## src/rtl/intc_agg_pkg.sv

```systemverilog
package intc_agg_pkg;

   typedef enum logic [1:0] {
      ACT_HOLD = 2'd0,
      ACT_UP   = 2'd1,
      ACT_DOWN = 2'd2
   } cnt_act_e;

   localparam logic [3:0] MASK_BLOCK_ALL = 4'hF;

   function automatic cnt_act_e pick_act(input logic up, input logic down);
      cnt_act_e a;
      if (up && !down)      a = ACT_UP;
      else if (down && !up) a = ACT_DOWN;
      else                  a = ACT_HOLD;
      return a;
   endfunction

endpackage

```

## src/rtl/intc_src_slot.sv

```systemverilog
module intc_src_slot
   import intc_agg_pkg::*;
#(
   parameter int CNT_W = 3,
   parameter int REQ   = 1
) (
   input  logic clk,
   input  logic rst_n,
   input  logic level,
   input  logic en,
   input  logic dis,
   output logic pend_d,
   output logic pend_q
);
   localparam logic [CNT_W-1:0] CNT_MAX = '1;
   localparam logic [CNT_W-1:0] REQ_V   = CNT_W'(REQ);

   if (REQ < 1 || REQ > (1 << CNT_W) - 1) begin : g_bad_req
      $error("intc_src_slot: REQ must fit in 1..2**CNT_W-1");
   end

   logic             asrt_q, asrt_d;
   logic [CNT_W-1:0] cnt_q, cnt_d;
   cnt_act_e         act;

   always_comb begin
      act    = pick_act(en, dis);
      cnt_d  = cnt_q;
      asrt_d = asrt_q;
      if (level && !asrt_q)      asrt_d = 1'b1;
      else if (!level && asrt_q) asrt_d = 1'b0;
      case (act)
         ACT_UP:   if (cnt_q != CNT_MAX) cnt_d = cnt_q + 1'b1;
         ACT_DOWN: if (cnt_q != '0)      cnt_d = cnt_q - 1'b1;
         default:  cnt_d = cnt_q;
      endcase
      pend_d = asrt_d && (cnt_d == REQ_V);
   end

   always_ff @(posedge clk) begin
      if (!rst_n) begin
         asrt_q <= 1'b0;
         cnt_q  <= '0;
         pend_q <= 1'b0;
      end else begin
         asrt_q <= asrt_d;
         cnt_q  <= cnt_d;
         pend_q <= pend_d;
      end
   end


   cnt_up_chk: assert property (@(posedge clk) disable iff (!rst_n)
      (en && !dis && cnt_q != CNT_MAX) |=> (cnt_q == $past(cnt_q) + 1'b1));

   cnt_floor_chk: assert property (@(posedge clk) disable iff (!rst_n)
      (dis && !en && cnt_q == '0) |=> (cnt_q == '0));

   cnt_both_chk: assert property (@(posedge clk) disable iff (!rst_n)
      (dis && en) |=> $stable(cnt_q));

   pend_level_chk: assert property (@(posedge clk) disable iff (!rst_n)
      $rose(pend_q) |-> $past(level));

endmodule

```

## src/rtl/intc_pend_count.sv

```systemverilog
module intc_pend_count #(
   parameter int NUM_SRC = 8
) (
   input  logic               clk,
   input  logic               rst_n,
   input  logic [NUM_SRC-1:0] pend_d,
   input  logic [NUM_SRC-1:0] pend_q,
   output logic               irq_q
);
   localparam int PC_W = $clog2(NUM_SRC + 1);

   logic [NUM_SRC-1:0] enter, leave;
   logic [PC_W-1:0]    n_enter, n_leave;
   logic [PC_W-1:0]    cnt_q, cnt_d;

   always_comb begin
      enter   = pend_d & ~pend_q;
      leave   = pend_q & ~pend_d;
      n_enter = PC_W'($countones(enter));
      n_leave = PC_W'($countones(leave));
      cnt_d   = cnt_q + n_enter - n_leave;
   end

   always_ff @(posedge clk) begin
      if (!rst_n) begin
         cnt_q <= '0;
         irq_q <= 1'b0;
      end else begin
         cnt_q <= cnt_d;
         if (cnt_q == '0 && cnt_d != '0) irq_q <= 1'b1;
         else if (cnt_d == '0)           irq_q <= 1'b0;
      end
   end


   cnt_match_chk: assert property (@(posedge clk) disable iff (!rst_n)
      cnt_q == PC_W'($countones(pend_q)));

   irq_rise_chk: assert property (@(posedge clk) disable iff (!rst_n)
      $rose(irq_q) |-> ($past(cnt_q) == '0));

   irq_level_chk: assert property (@(posedge clk) disable iff (!rst_n)
      irq_q == (cnt_q != '0));

endmodule

```

## src/rtl/intc_ack_sel.sv

```systemverilog
module intc_ack_sel
   import intc_agg_pkg::*;
#(
   parameter int                     NUM_SRC = 8,
   parameter int                     VEC_W   = 12,
   parameter logic [NUM_SRC*VEC_W-1:0] VEC_TAB = '0
) (
   input  logic               clk,
   input  logic               rst_n,
   input  logic [NUM_SRC-1:0] pend_q,
   input  logic               ack_req,
   input  logic [3:0]         cpu_mask,
   output logic               ack_valid,
   output logic [VEC_W-1:0]   ack_vector
);
   logic             hit;
   logic [VEC_W-1:0] sel;

   always_comb begin
      hit = 1'b0;
      sel = '0;
      for (int i = NUM_SRC - 1; i >= 0; i--) begin
         if (pend_q[i]) begin
            hit = 1'b1;
            sel = VEC_TAB[i*VEC_W +: VEC_W];
         end
      end
   end

   always_ff @(posedge clk) begin
      if (!rst_n) begin
         ack_valid  <= 1'b0;
         ack_vector <= '0;
      end else if (ack_req && hit && cpu_mask != MASK_BLOCK_ALL) begin
         ack_valid  <= 1'b1;
         ack_vector <= sel;
      end else begin
         ack_valid  <= 1'b0;
         ack_vector <= '0;
      end
   end


   mask_block_chk: assert property (@(posedge clk) disable iff (!rst_n)
      ack_valid |-> ($past(cpu_mask) != MASK_BLOCK_ALL));

   ack_cause_chk: assert property (@(posedge clk) disable iff (!rst_n)
      ack_valid |-> $past(ack_req));

   ack_need_pend_chk: assert property (@(posedge clk) disable iff (!rst_n)
      ack_valid |-> ($past(pend_q) != '0));

   vec_zero_chk: assert property (@(posedge clk) disable iff (!rst_n)
      !ack_valid |-> (ack_vector == '0));

endmodule

```

## src/rtl/intc_pend_agg.sv

```systemverilog
module intc_pend_agg #(
   parameter int                       NUM_SRC = 8,
   parameter int                       CNT_W   = 3,
   parameter int                       VEC_W   = 12,
   parameter logic [NUM_SRC*CNT_W-1:0] REQ_TAB =
      {3'd2, 3'd1, 3'd3, 3'd1, 3'd2, 3'd1, 3'd1, 3'd0},
   parameter logic [NUM_SRC*VEC_W-1:0] VEC_TAB =
      {12'h2E0, 12'h2C0, 12'h2A0, 12'h280, 12'h260, 12'h240, 12'h220, 12'h200}
) (
   input  logic               clk,
   input  logic               rst_n,
   input  logic [NUM_SRC-1:0] src_level,
   input  logic [NUM_SRC-1:0] en_pulse,
   input  logic [NUM_SRC-1:0] dis_pulse,
   input  logic               ack_req,
   input  logic [3:0]         cpu_mask,
   output logic               irq_out,
   output logic               ack_valid,
   output logic [VEC_W-1:0]   ack_vector
);
   if (NUM_SRC < 2) begin : g_bad_num
      $error("intc_pend_agg: NUM_SRC must be at least 2");
   end
   if (CNT_W < 1 || VEC_W < 1) begin : g_bad_width
      $error("intc_pend_agg: CNT_W and VEC_W must be positive");
   end

   logic [NUM_SRC-1:0] pend_d, pend_q;

   for (genvar i = 0; i < NUM_SRC; i++) begin : g_src
      if (i == 0) begin : g_rsv
         logic unused_rsv;
         assign unused_rsv = src_level[i] ^ en_pulse[i] ^ dis_pulse[i];
         assign pend_d[i]  = 1'b0;
         assign pend_q[i]  = 1'b0;
      end else begin : g_live
         intc_src_slot #(
            .CNT_W (CNT_W),
            .REQ   (int'(REQ_TAB[i*CNT_W +: CNT_W]))
         ) u_slot (
            .clk    (clk),
            .rst_n  (rst_n),
            .level  (src_level[i]),
            .en     (en_pulse[i]),
            .dis    (dis_pulse[i]),
            .pend_d (pend_d[i]),
            .pend_q (pend_q[i])
         );
      end
   end

   intc_pend_count #(
      .NUM_SRC (NUM_SRC)
   ) u_count (
      .clk    (clk),
      .rst_n  (rst_n),
      .pend_d (pend_d),
      .pend_q (pend_q),
      .irq_q  (irq_out)
   );

   intc_ack_sel #(
      .NUM_SRC (NUM_SRC),
      .VEC_W   (VEC_W),
      .VEC_TAB (VEC_TAB)
   ) u_ack (
      .clk        (clk),
      .rst_n      (rst_n),
      .pend_q     (pend_q),
      .ack_req    (ack_req),
      .cpu_mask   (cpu_mask),
      .ack_valid  (ack_valid),
      .ack_vector (ack_vector)
   );


   rsv_quiet_chk: assert property (@(posedge clk) disable iff (!rst_n)
      ack_valid |-> (ack_vector != VEC_TAB[VEC_W-1:0]));

endmodule

```

## config.mk

```make
export PLATFORM = sky130hd
export DESIGN_NAME = intc_pend_agg
export DESIGN_NICKNAME = d
export VERILOG_FILES = /design/src/rtl/intc_agg_pkg.sv /design/src/rtl/intc_src_slot.sv /design/src/rtl/intc_pend_count.sv /design/src/rtl/intc_ack_sel.sv /design/src/rtl/intc_pend_agg.sv
export SDC_FILE = /design/constraint.sdc
export NUM_CORES = 1
export LEC_CHECK = 0
export CAP_MARGIN = 20
export CORE_MARGIN = 5
export CORE_UTILIZATION = 50
export CTS_CLUSTER_SIZE = 12
export DETAILED_ROUTE_END_ITERATION = 10
export GPL_ROUTABILITY_DRIVEN = 0
export PLACE_DENSITY = 0.79
export SLEW_MARGIN = 20
export SYNTH_ARGS = -nofsm -noshare
export SYNTH_HDL_FRONTEND = slang
export SYNTH_SLANG_ARGS = --single-unit
```

## constraint.sdc

```tcl
create_clock -name clk -period 5.64 [get_ports clk]
set_input_delay 0.564 -clock clk [delete_from_list [all_inputs] [get_ports clk]]
set_output_delay 0.564 -clock clk [all_outputs]
set_load 0.01 [all_outputs]
```

======== Word level (Yosys, flattened, before mapping) ========
Index checks and enable logic that the tools add are counted.
word-level totals
  flip-flop bits (word level) ............. 53
  latch bits .............................. 0
  RAM bits ................................ 0
  bits in read-only memories .............. 0
  input port bits ......................... 31
  logic and storage cells ................. 240
  memories kept ........................... 0
operators by class
  add/sub/neg operators ................... 30
  multipliers ............................. 0
  div/mod/pow operators ................... 0
  magnitude comparators ................... 0
  equality and inequality tests ........... 29
  shift operators ......................... 0
  mux-type cells .......................... 66
  bitwise logic cells ..................... 6
  reduce and logical (&&, ||, !) cells .... 81
operators with widths
  operator               number
  $mux W10               7
  $mux W3                14
  $pmux W3 S2            7
  $logic_and A1 B1 Y1    38
  $add A4 B4 Y4          7
  $logic_not A1 Y1       28
  $mux W2                14
  $mux W1                24
  $add A3 B1 Y3 const B  7
  $ne A3 B3 Y1 const B   7
  $reduce_bool A3 Y1     7
  $sub A3 B1 Y3 const B  7
  $add A1 B1 Y2          8
  $and A8 B8 Y8          2
  $not A8 Y8             2
  $eq A2 B1 Y1 const B   7
  $eq A2 B2 Y1 const B   7
  $eq A3 B1 Y1 const B   4
  $eq A3 B2 Y1 const B   3
  $logic_not A4 Y1       2
  $reduce_or A8 Y1       1
  $reduce_or A5 Y1       1
  $ne A4 B4 Y1 const B   1
  $reduce_bool A4 Y1     1
  other kinds (5)        6

======== Logic depth before layout (Yosys ltp) ========
Gate-level depths: netlist of the first run.
  depth after elaboration ................. 17
  depth in mapped cells ................... 20
  depth with buffers taken out ............ 20

======== Hierarchy ========
A second synthesis of the first run with hierarchy kept.
unflattened totals
  cells, all modules ...................... 387
  area, all modules ....................... 3445.8 sq um
modules (own cells, without submodules)
  module                                       instances  cells an instance  area an instance (sq um)  sequential area each (sq um)
  intc_src_slot at g_src[1].g_live.u_slot ...  4          39                 347.8                     80.1
  intc_pend_count                              1          72                 713.2                     100.1
  intc_src_slot at g_src[3].g_live.u_slot ...  2          44                 354.1                     80.1
  intc_src_slot at g_src[5].g_live.u_slot      1          39                 339.1                     80.1
  intc_ack_sel                                 1          31                 290.3                     100.1
  intc_pend_agg                                1          1                  3.8                       0.0

======== Least setup slack after synthesis of the first run ========
No wires, ideal clock.
  path kind ............................... input to register
  from .................................... in en_pulse[3]
  to ...................................... reg u_count.irq_q
  library setup time ...................... 119 ps
  arrival time ............................ 5196 ps
  slack ................................... 326 ps
  cell stages on the path ................. 19
  path buffers ............................ 0
  cells stage by stage .................... inv_1 -> ha_1 -> nand2b_1 -> o32a_1 -> a211o_1 -> a22o_1 -> ha_1 -> inv_1 -> fa_1 -> fa_1 -> fa_1 -> inv_1 -> fa_1 -> inv_1 -> ha_1 -> fa_1 -> nor2_1 -> nand2_1 -> o221a_2
between the ends
  cells in the longest elaborated chain, start to end .. 17
RTL lines
  item                                                                  RTL line                                      RTL
  start, declared                                                       intc_pend_agg.sv:13                           input logic [NUM_SRC-1:0] en_pulse,
  $logic_not A1 Y1                                                      intc_agg_pkg.sv:14                            else if (down && !up) a = ACT_DOWN;
  $logic_and A1 B1 Y1                                                   intc_agg_pkg.sv:14
  $mux W2                                                               intc_agg_pkg.sv:14
  $mux W2 *                                                             intc_agg_pkg.sv:13                            if (up && !down) a = ACT_UP;
  $eq A2 B2 Y1 or $eq A2 B1 Y1 (tied branches)                          intc_src_slot.sv:32                           case (act)
  $pmux W3 S2 *                                                         intc_src_slot.sv:32
  $eq A3 B2 Y1 *                                                        intc_src_slot.sv:37                           pend_d = asrt_d && (cnt_d == REQ_V);
  $logic_and A1 B1 Y1 *                                                 intc_src_slot.sv:37
  [... 2 more ...]                                                      --
  $add A4 B4 Y4 (implied by the code) or $add A1 B1 Y2 (tied branches)  intc_pend_count.sv:19, intc_pend_count.sv:20
  $add A4 B4 Y4, on equally long branches                               intc_pend_count.sv:19, intc_pend_count.sv:20
  $add A4 B4 Y4, on equally long branches                               intc_pend_count.sv:21, intc_pend_count.sv:20
  $sub A4 B4 Y4 *                                                       intc_pend_count.sv:21                         cnt_d = cnt_q + n_enter - n_leave;
  via u_count.cnt_d[2]                                                  intc_pend_count.sv:14                         logic [PC_W-1:0] cnt_q, cnt_d;
  $reduce_bool A4 Y1                                                    intc_pend_count.sv:30                         if (cnt_q == '0 && cnt_d != '0) irq_q <= 1'b1;
  $logic_and A1 B1 Y1                                                   intc_pend_count.sv:30
  $mux W1 or $reduce_bool A2 Y1 (tied branches)                         --
  end signal, assigned                                                  intc_pend_count.sv:27                         irq_q <= 1'b0;
  end signal, assigned                                                  intc_pend_count.sv:30
  end signal, assigned                                                  intc_pend_count.sv:31                         else if (cnt_d == '0) irq_q <= 1'b0;
  end, declared                                                         intc_pend_count.sv:8                          output logic irq_q
The timed path passes the listed nets; every way through them passes the cells marked *.
A chain may end at the register's enable or synchronous reset.

======== Final worst setup path of the first run ========
  from .................................... in en_pulse[2]
  to ...................................... reg u_count.irq_q
between the ends
  cells in the longest elaborated chain, start to end .. 17
RTL lines
  item                                                                  RTL line
  $logic_not A1 Y1                                                      intc_agg_pkg.sv:14
  $logic_and A1 B1 Y1                                                   intc_agg_pkg.sv:14
  $mux W2                                                               intc_agg_pkg.sv:14
  $mux W2 *                                                             intc_agg_pkg.sv:13
  $eq A2 B2 Y1 or $eq A2 B1 Y1 (tied branches)                          intc_src_slot.sv:32
  $pmux W3 S2 *                                                         intc_src_slot.sv:32
  $eq A3 B1 Y1 *                                                        intc_src_slot.sv:37
  $logic_and A1 B1 Y1 *                                                 intc_src_slot.sv:37
  [... 2 more ...]                                                      --
  $add A4 B4 Y4 (implied by the code) or $add A1 B1 Y2 (tied branches)  intc_pend_count.sv:19, intc_pend_count.sv:20
  $add A4 B4 Y4, on equally long branches                               intc_pend_count.sv:19, intc_pend_count.sv:20
  $add A4 B4 Y4, on equally long branches                               intc_pend_count.sv:21, intc_pend_count.sv:20
  $sub A4 B4 Y4 *                                                       intc_pend_count.sv:21
  via u_count.cnt_d[2]                                                  intc_pend_count.sv:14
  $reduce_bool A4 Y1                                                    intc_pend_count.sv:30
  $logic_and A1 B1 Y1                                                   intc_pend_count.sv:30
  $mux W1 or $reduce_bool A2 Y1 (tied branches)                         --
Marks and branches as above.

==> results of run 1 <==
-- routing by layer --
layer / part of all wire / up-vias / routed length (um)
met5: 0 / - / 0
met4: 0.017 / 0 / 126
met3: 0.054 / 14 / 396
met2: 0.52 / 61 / 3800
met1: 0.41 / 1425 / 3050
li1: - / 1483 / -
-- worst max-delay path, delay by kind of cell --
kind | cells | cell delay (ns)
adders and majority gates | 8 | 2.88
and+or+nand+nor | 4 | 0.69
buffers and inverters | 5 | 0.74
AOI/OAI and AO/OA | 3 | 0.82
-- power by group through the flow --
stage / clock network, uW / registers, uW / logic (uW)
floorplan: 0 / 308 / 237
global placement: 0 / 309 / 322
detailed placement: 0 / 310 / 330
CTS: 235 / 304 / 344
global route: 246 / 306 / 412
finish: 231 / 305 / 358
-- what timing repair did --
action	4_1_cts	5_1_grt
setup endpoints to repair	1	3
pin swaps	12	22
setup buffers	5	0
gates cloned	0	0
gates resized for setup	10	45
-- worst max-delay path by stage --
| stage | slack [ns] | cells past startpoint | start | end |
|---|---|---|---|---|
| after floorplan | 0.33 | 19 | en_pulse[3] | u_count.irq_q |
| after global placement | -0.32 | 20 | en_pulse[3] | u_count.irq_q |
| after detailed placement | -0.40 | 20 | en_pulse[3] | u_count.irq_q |
| after CTS | 0.001 | 19 | en_pulse[2] | u_count.irq_q |
| after global routing | -0.04 | 20 | g_src[7].g_live.u_slot.cnt_q[0] | u_count.irq_q |
| final | 0.15 | 20 | en_pulse[2] | u_count.irq_q |
-- final cells by class --
| cell class | count | area, sq um |
|---|---|---|
| sequential | 38 | 761 |
| timing repair buffer | 70 | 626 |
| inverter | 61 | 229 |
| fill | 494 | 2100 |
| tap | 77 | 96.3 |
| clock buffer | 5 | 68.8 |
| clock inverter | 3 | 45.0 |
| multi-input combinational | 279 | 2460 |
-- flip-flops by register name (all words and copies together), names as in the netlist --
| name | count |
|---|---|
| u_count.irq_q | 1 |
| u_ack.ack_valid | 1 |
| u_ack.ack_vector | 4 |
| g_src.g_live.u_slot.pend_q | 7 |
| u_count.cnt_q | 4 |
| g_src.g_live.u_slot.cnt_q | 21 |
-- cell usage after synthesis, drive strengths merged (8+ instances only) --
master   n  share of area
nor2b    8          0.015
fa      11          0.067
nor3    12          0.018
nor2    33          0.038
o21ai   10          0.015
and3    12          0.023
nand2    8         0.0091
inv     61          0.070
nand2b   9          0.017
buf      8          0.018
dfxtp   38           0.23
a21oi   10          0.015
ha      45           0.17
-- kinds of logic after synthesis --
family / after synthesis / synth area share
buf+inv: 72 / 0.0914
simple gates: 124 / 0.221
xor+xnor: 4 / 0.0107
other cells: 1 / 0.00114
compound gates: 87 / 0.206
fa+ha+maj: 56 / 0.238
flops: 38 / 0.231
-- stage by stage --
stage	cell area [sq um]	worst slack [ns]
after CTS	4130	0.00137
after global routing	4290	-0.0392
after global placement	3910	-0.316
after detailed placement	3910	-0.401
final	4290	0.151
after floorplan	3310	0.326
==> qor.csv, run 1 <==
metric;value;unit
ff2ff_path_depth;20;
cellPowerDensity;208;nW/um^2
cts_max_path_buffers;2;
combPwrFrac;0.401;
reg2reg_from;g_src[7].g_live.u_slot.cnt_q[0];
cp-end-kind;flop;
timing.rr.end;u_count.irq_q;
power.leakage;0.00192;uW
die_x;91.1;um
die_h;91.1;um
grt_pass1_vias;2993;
worst_path_max_delay_cell;fa_1;
crit_path_max_fanout;2;
max_stage_delay;0.50;ns
cts-root-buf;clkbuf_8;
track_usage;0.172;
cts.hold.buffers_added;0;
grt_overflow;0;
final_hold_viol_count;0;
rrSetupSlack;0.19;ns
routed_wl;7370;um
worst_pin_slew;0.768;ns
slew_headroom;0.487;
drv_slew;0;
crit_arrival;5.67;ns
min_path_cells;1;
holdWs;0.521;ns
busiest_layer;met2;
layout.nets;542;
async_flop_share;0;
total_power;894;uW
fin_util;0.672;
grtUsageMet1;0.201;
seqPwrFrac;0.341;
p_int;604;uW
avgViaCountPerCell;5.60;
met3_usage;0.0471;
switching_share;0.325;
ys_warn_count;0;
port_buffers;33;
cap_violations;0;
clk_latency;0.29;ns
yosys_register_bits;38;
min_from;g_src[1].g_live.u_slot.pend_q;
core_area;6390;sq um
dr.pass1.iters;4;
worst_setup_path_start_kind;primary input;
first_iter_violations;87;
pin_count;45;
synth_ff_type;dfxtp_1;
drc;0;
seq_area_frac_synth;0.231;
dp_hpwl;5530;um
layout.cells.most_common;inv_1;
yosysUniqueCellTypes;56;
critPathKind;in -> reg;
grt_max_degree;24;
cts_sinks;38;
fin_crit_sh;0.973;
p_switching;291;uW
placedCellCount;520;
stdcell_count;533;
min_path_type;reg -> reg;
grt_pass1_wl;12400;um
syn-instance-count;382;
grt_antenna_before_repair;0;
area_growth;30.5;%
initial_core_util;0.515;
cts_tree;done;
layout_min_cycle_time;5.49;ns
drt-wirelength-per-cell;13.8;um
finalClockSkew;0.00464;ns
rows;29;
cp.required;5.83;ns
diodes;0;
dieArea;8300;sq um
drive_gt1_frac;0.195;
clkPwrFrac;0.259;
synth-edff-count;0;
hold-path-endpoint;u_ack.ack_vector[6];
fmax;182;MHz
use_met2;0.311;
numCtsBuffers;5;
avgSynthCellArea;8.60;sq um
crit_chain;clkdlybuf4s50_1 > inv_1 > ha_4 > and3b_1 > or3_4 > a221o_1 > o21a_1 > ha_4 > fa_2 > fa_1 > inv_1 > fa_1 > inv_1 > fa_1 > inv_1 > ha_2 > fa_1 > nor2_1 > nand2_1 > o221a_2;
peakVddDrop;169;uV
synth_area;3290;sq um
setup_tns;0;ns
h-tree-depth;2;
status;completed;
clk_pin_slew;0.08;ns
setup_viol;0;
dr_total_vias;2983;
mostFrequentLayoutCells;inv_1, dfxtp_1, buf_4;
ant_nets;0;
Note: power is estimated with default switching activity, not from simulation.
==> inputs of run 2 (changes only) <==
Settings changed: CORE_MARGIN 5 to 4, CORE_UTILIZATION 50 to 47, PLACE_DENSITY 0.79 to 0.75.
==> run 2 against run 1 <==
Combinational power rose by 5%. Critical path depth did not move. Wire length fell by 2.3%. Power fell by 2.3%. Worst hold slack improved by 0.0033 ns. Utilization fell by 4.4 points.
==> qor.csv, run 2 (same netlist as run 1, synthesis figures left out) <==
metric;value;unit;change
clk_pin_slew;0.08;ns;about the same
layout.cells.most_common;inv_1;;
cellPowerDensity;205;nW/um^2;-1.8%
dp_hpwl;5430;um;-1.7%
avgViaCountPerCell;5.35;;-4.3%
finalClockSkew;0.00403;ns;-0.000616 ns
routed_wl;7200;um;-2.3%
first_iter_violations;125;;+44%
area_growth;29.8;%;
mostFrequentLayoutCells;inv_1, dfxtp_1, buf_4;;
slew_headroom;0.476;;-0.0116
die_x;91.6;um;+0.60%
cp-end-kind;flop;;
track_usage;0.163;;-0.00905
final_hold_viol_count;0;;unchanged
layout.nets;541;;-0.18%
setup_tns;0;ns;unchanged
dieArea;8400;sq um;+1.2%
die_h;91.6;um;+0.60%
power.leakage;0.00188;uW;-2.3%
drv_slew;0;;unchanged
rows;30;;+3.4%
cts_tree;done;;
drc;0;;unchanged
grt_antenna_before_repair;0;;unchanged
largest_register;g_src.g_live.u_slot.cnt_q;;
peakVddDrop;273;uV;+62%
core_area;6790;sq um;+6.4%
cts_sinks;38;;unchanged
holdWs;0.525;ns;+0.00327 ns
dr.pass1.iters;4;;unchanged
ant_nets;0;;unchanged
min_path_type;reg -> reg;;
cp.required;5.82;ns;about the same
placedCellCount;539;;+3.7%
clk_latency;0.29;ns;about the same
layout_min_cycle_time;5.44;ns;-0.0512 ns
largest_register_ff_count;21;;unchanged
numCtsBuffers;5;;unchanged
grt_pass1_wl;11800;um;-4.5%
grt_overflow;0;;unchanged
crit_path_max_fanout;2;;unchanged
cts.hold.buffers_added;0;;unchanged
cts_max_path_buffers;2;;unchanged
status;completed;;
grt_max_degree;24;;unchanged
worst_path_max_delay_cell;fa_1;;
fin_area;4270;sq um;-0.52%
max_stage_delay;0.51;ns;about the same
stdcell_count;551;;+3.4%
cts-root-buf;clkbuf_8;;
total_power;874;uW;-2.3%
fmax;184;MHz;+0.94%
port_buffers;33;;unchanged
worst_pin_slew;0.786;ns;+0.0173 ns
crit_chain;clkdlybuf4s50_1 > inv_1 > ha_1 > and3b_1 > or3_4 > a221o_1 > o21a_1 > ha_4 > inv_2 > fa_1 > fa_1 > fa_1 > inv_2 > fa_1 > inv_2 > ha_4 > fa_1 > nor2_1 > nand2_1 > o221a_2;;
grt_pass1_vias;2837;;-5.2%
setup_viol;0;;unchanged
placed_cell_area;3930;sq um;+0.61%
initial_core_util;0.484;;-0.0309
path_common_cell;fa_1;;
drt-wirelength-per-cell;13.1;um;-5.5%
crit_arrival;5.62;ns;-0.05 ns
critPathKind;in -> reg;;
pin_count;45;;unchanged
cap_violations;0;;unchanged
dr_total_vias;2950;;-1.1%
h-tree-depth;2;;unchanged
diodes;0;;unchanged
nFillCells;560;;+13%
drive_gt1_frac;0.200;;+0.00482
fin_crit_sh;0.964;;-0.00908
worst_setup_path_start_kind;primary input;;
reg.largest.list;g_src.g_live.u_slot.cnt_q (21), g_src.g_live.u_slot.pend_q (7);;
==> run 2: worst paths after layout <==
kind,startpoint,endpoint,slack (ns),depth (start not counted)
worst max-delay path,en_pulse[2],u_count.irq_q,0.20,20
worst min-delay path,g_src[1].g_live.u_slot.pend_q,u_ack.ack_vector[6],0.52,1
worst max register to register,g_src[7].g_live.u_slot.cnt_q[0],u_count.irq_q,0.29,20
worst min register to register,g_src[1].g_live.u_slot.pend_q,u_ack.ack_vector[6],0.52,1
==> run 2: repair_timing <==
item / 4_1_cts / 5_1_grt
hold endpoints to repair: 0 / 0
pin swaps: 5 / 21
gates resized for setup: 9 / 45
buffers inserted: 1 / 3
endpoints found under the setup margin: 1 / 3
==> run 2: worst max-delay path: cells and delay by family <==
family          cells  cell delay, ns
buf+inv             5            0.67
compound gates      3            0.81
fa+ha+maj           8            2.89
simple gates        4            0.68
==> run 2: power by group <==
part / switching [uW] / internal (uW)
logic: 183 / 193
registers: 15.3 / 289
clock network: 95.0 / 98.2
==> run 2: layer usage <==
layer | track usage | up-vias | routed length [um]
li1 | - | 1478 | -
met1 | 0.201 | 1413 | 3180
met2 | 0.296 | 53 | 3670
met3 | 0.0304 | 6 | 289
met4 | 0.0327 | 0 | 60
met5 | 0 | - | 0
==> run 2: through the flow <==
step | util | worst slack (ns)
2_1_floorplan | - | 0.326
3_3_place_gp | 0.579 | -0.334
3_5_place_dp | 0.579 | -0.383
4_1_cts | 0.602 | 0.0143
5_1_grt | 0.628 | -0.0436
6_report | 0.628 | 0.202
==> run 2: cell type report <==
cell class	count	area, sq um	area share
Multi-Input combinational cell	279	2460	0.575
Sequential cell	38	761	0.178
Timing Repair Buffer	69	607	0.142
Inverter	61	229	0.0537
Tap cell	96	120	0.0281
Clock buffer	6	82.6	0.0193
Clock inverter	2	12.5	0.00293
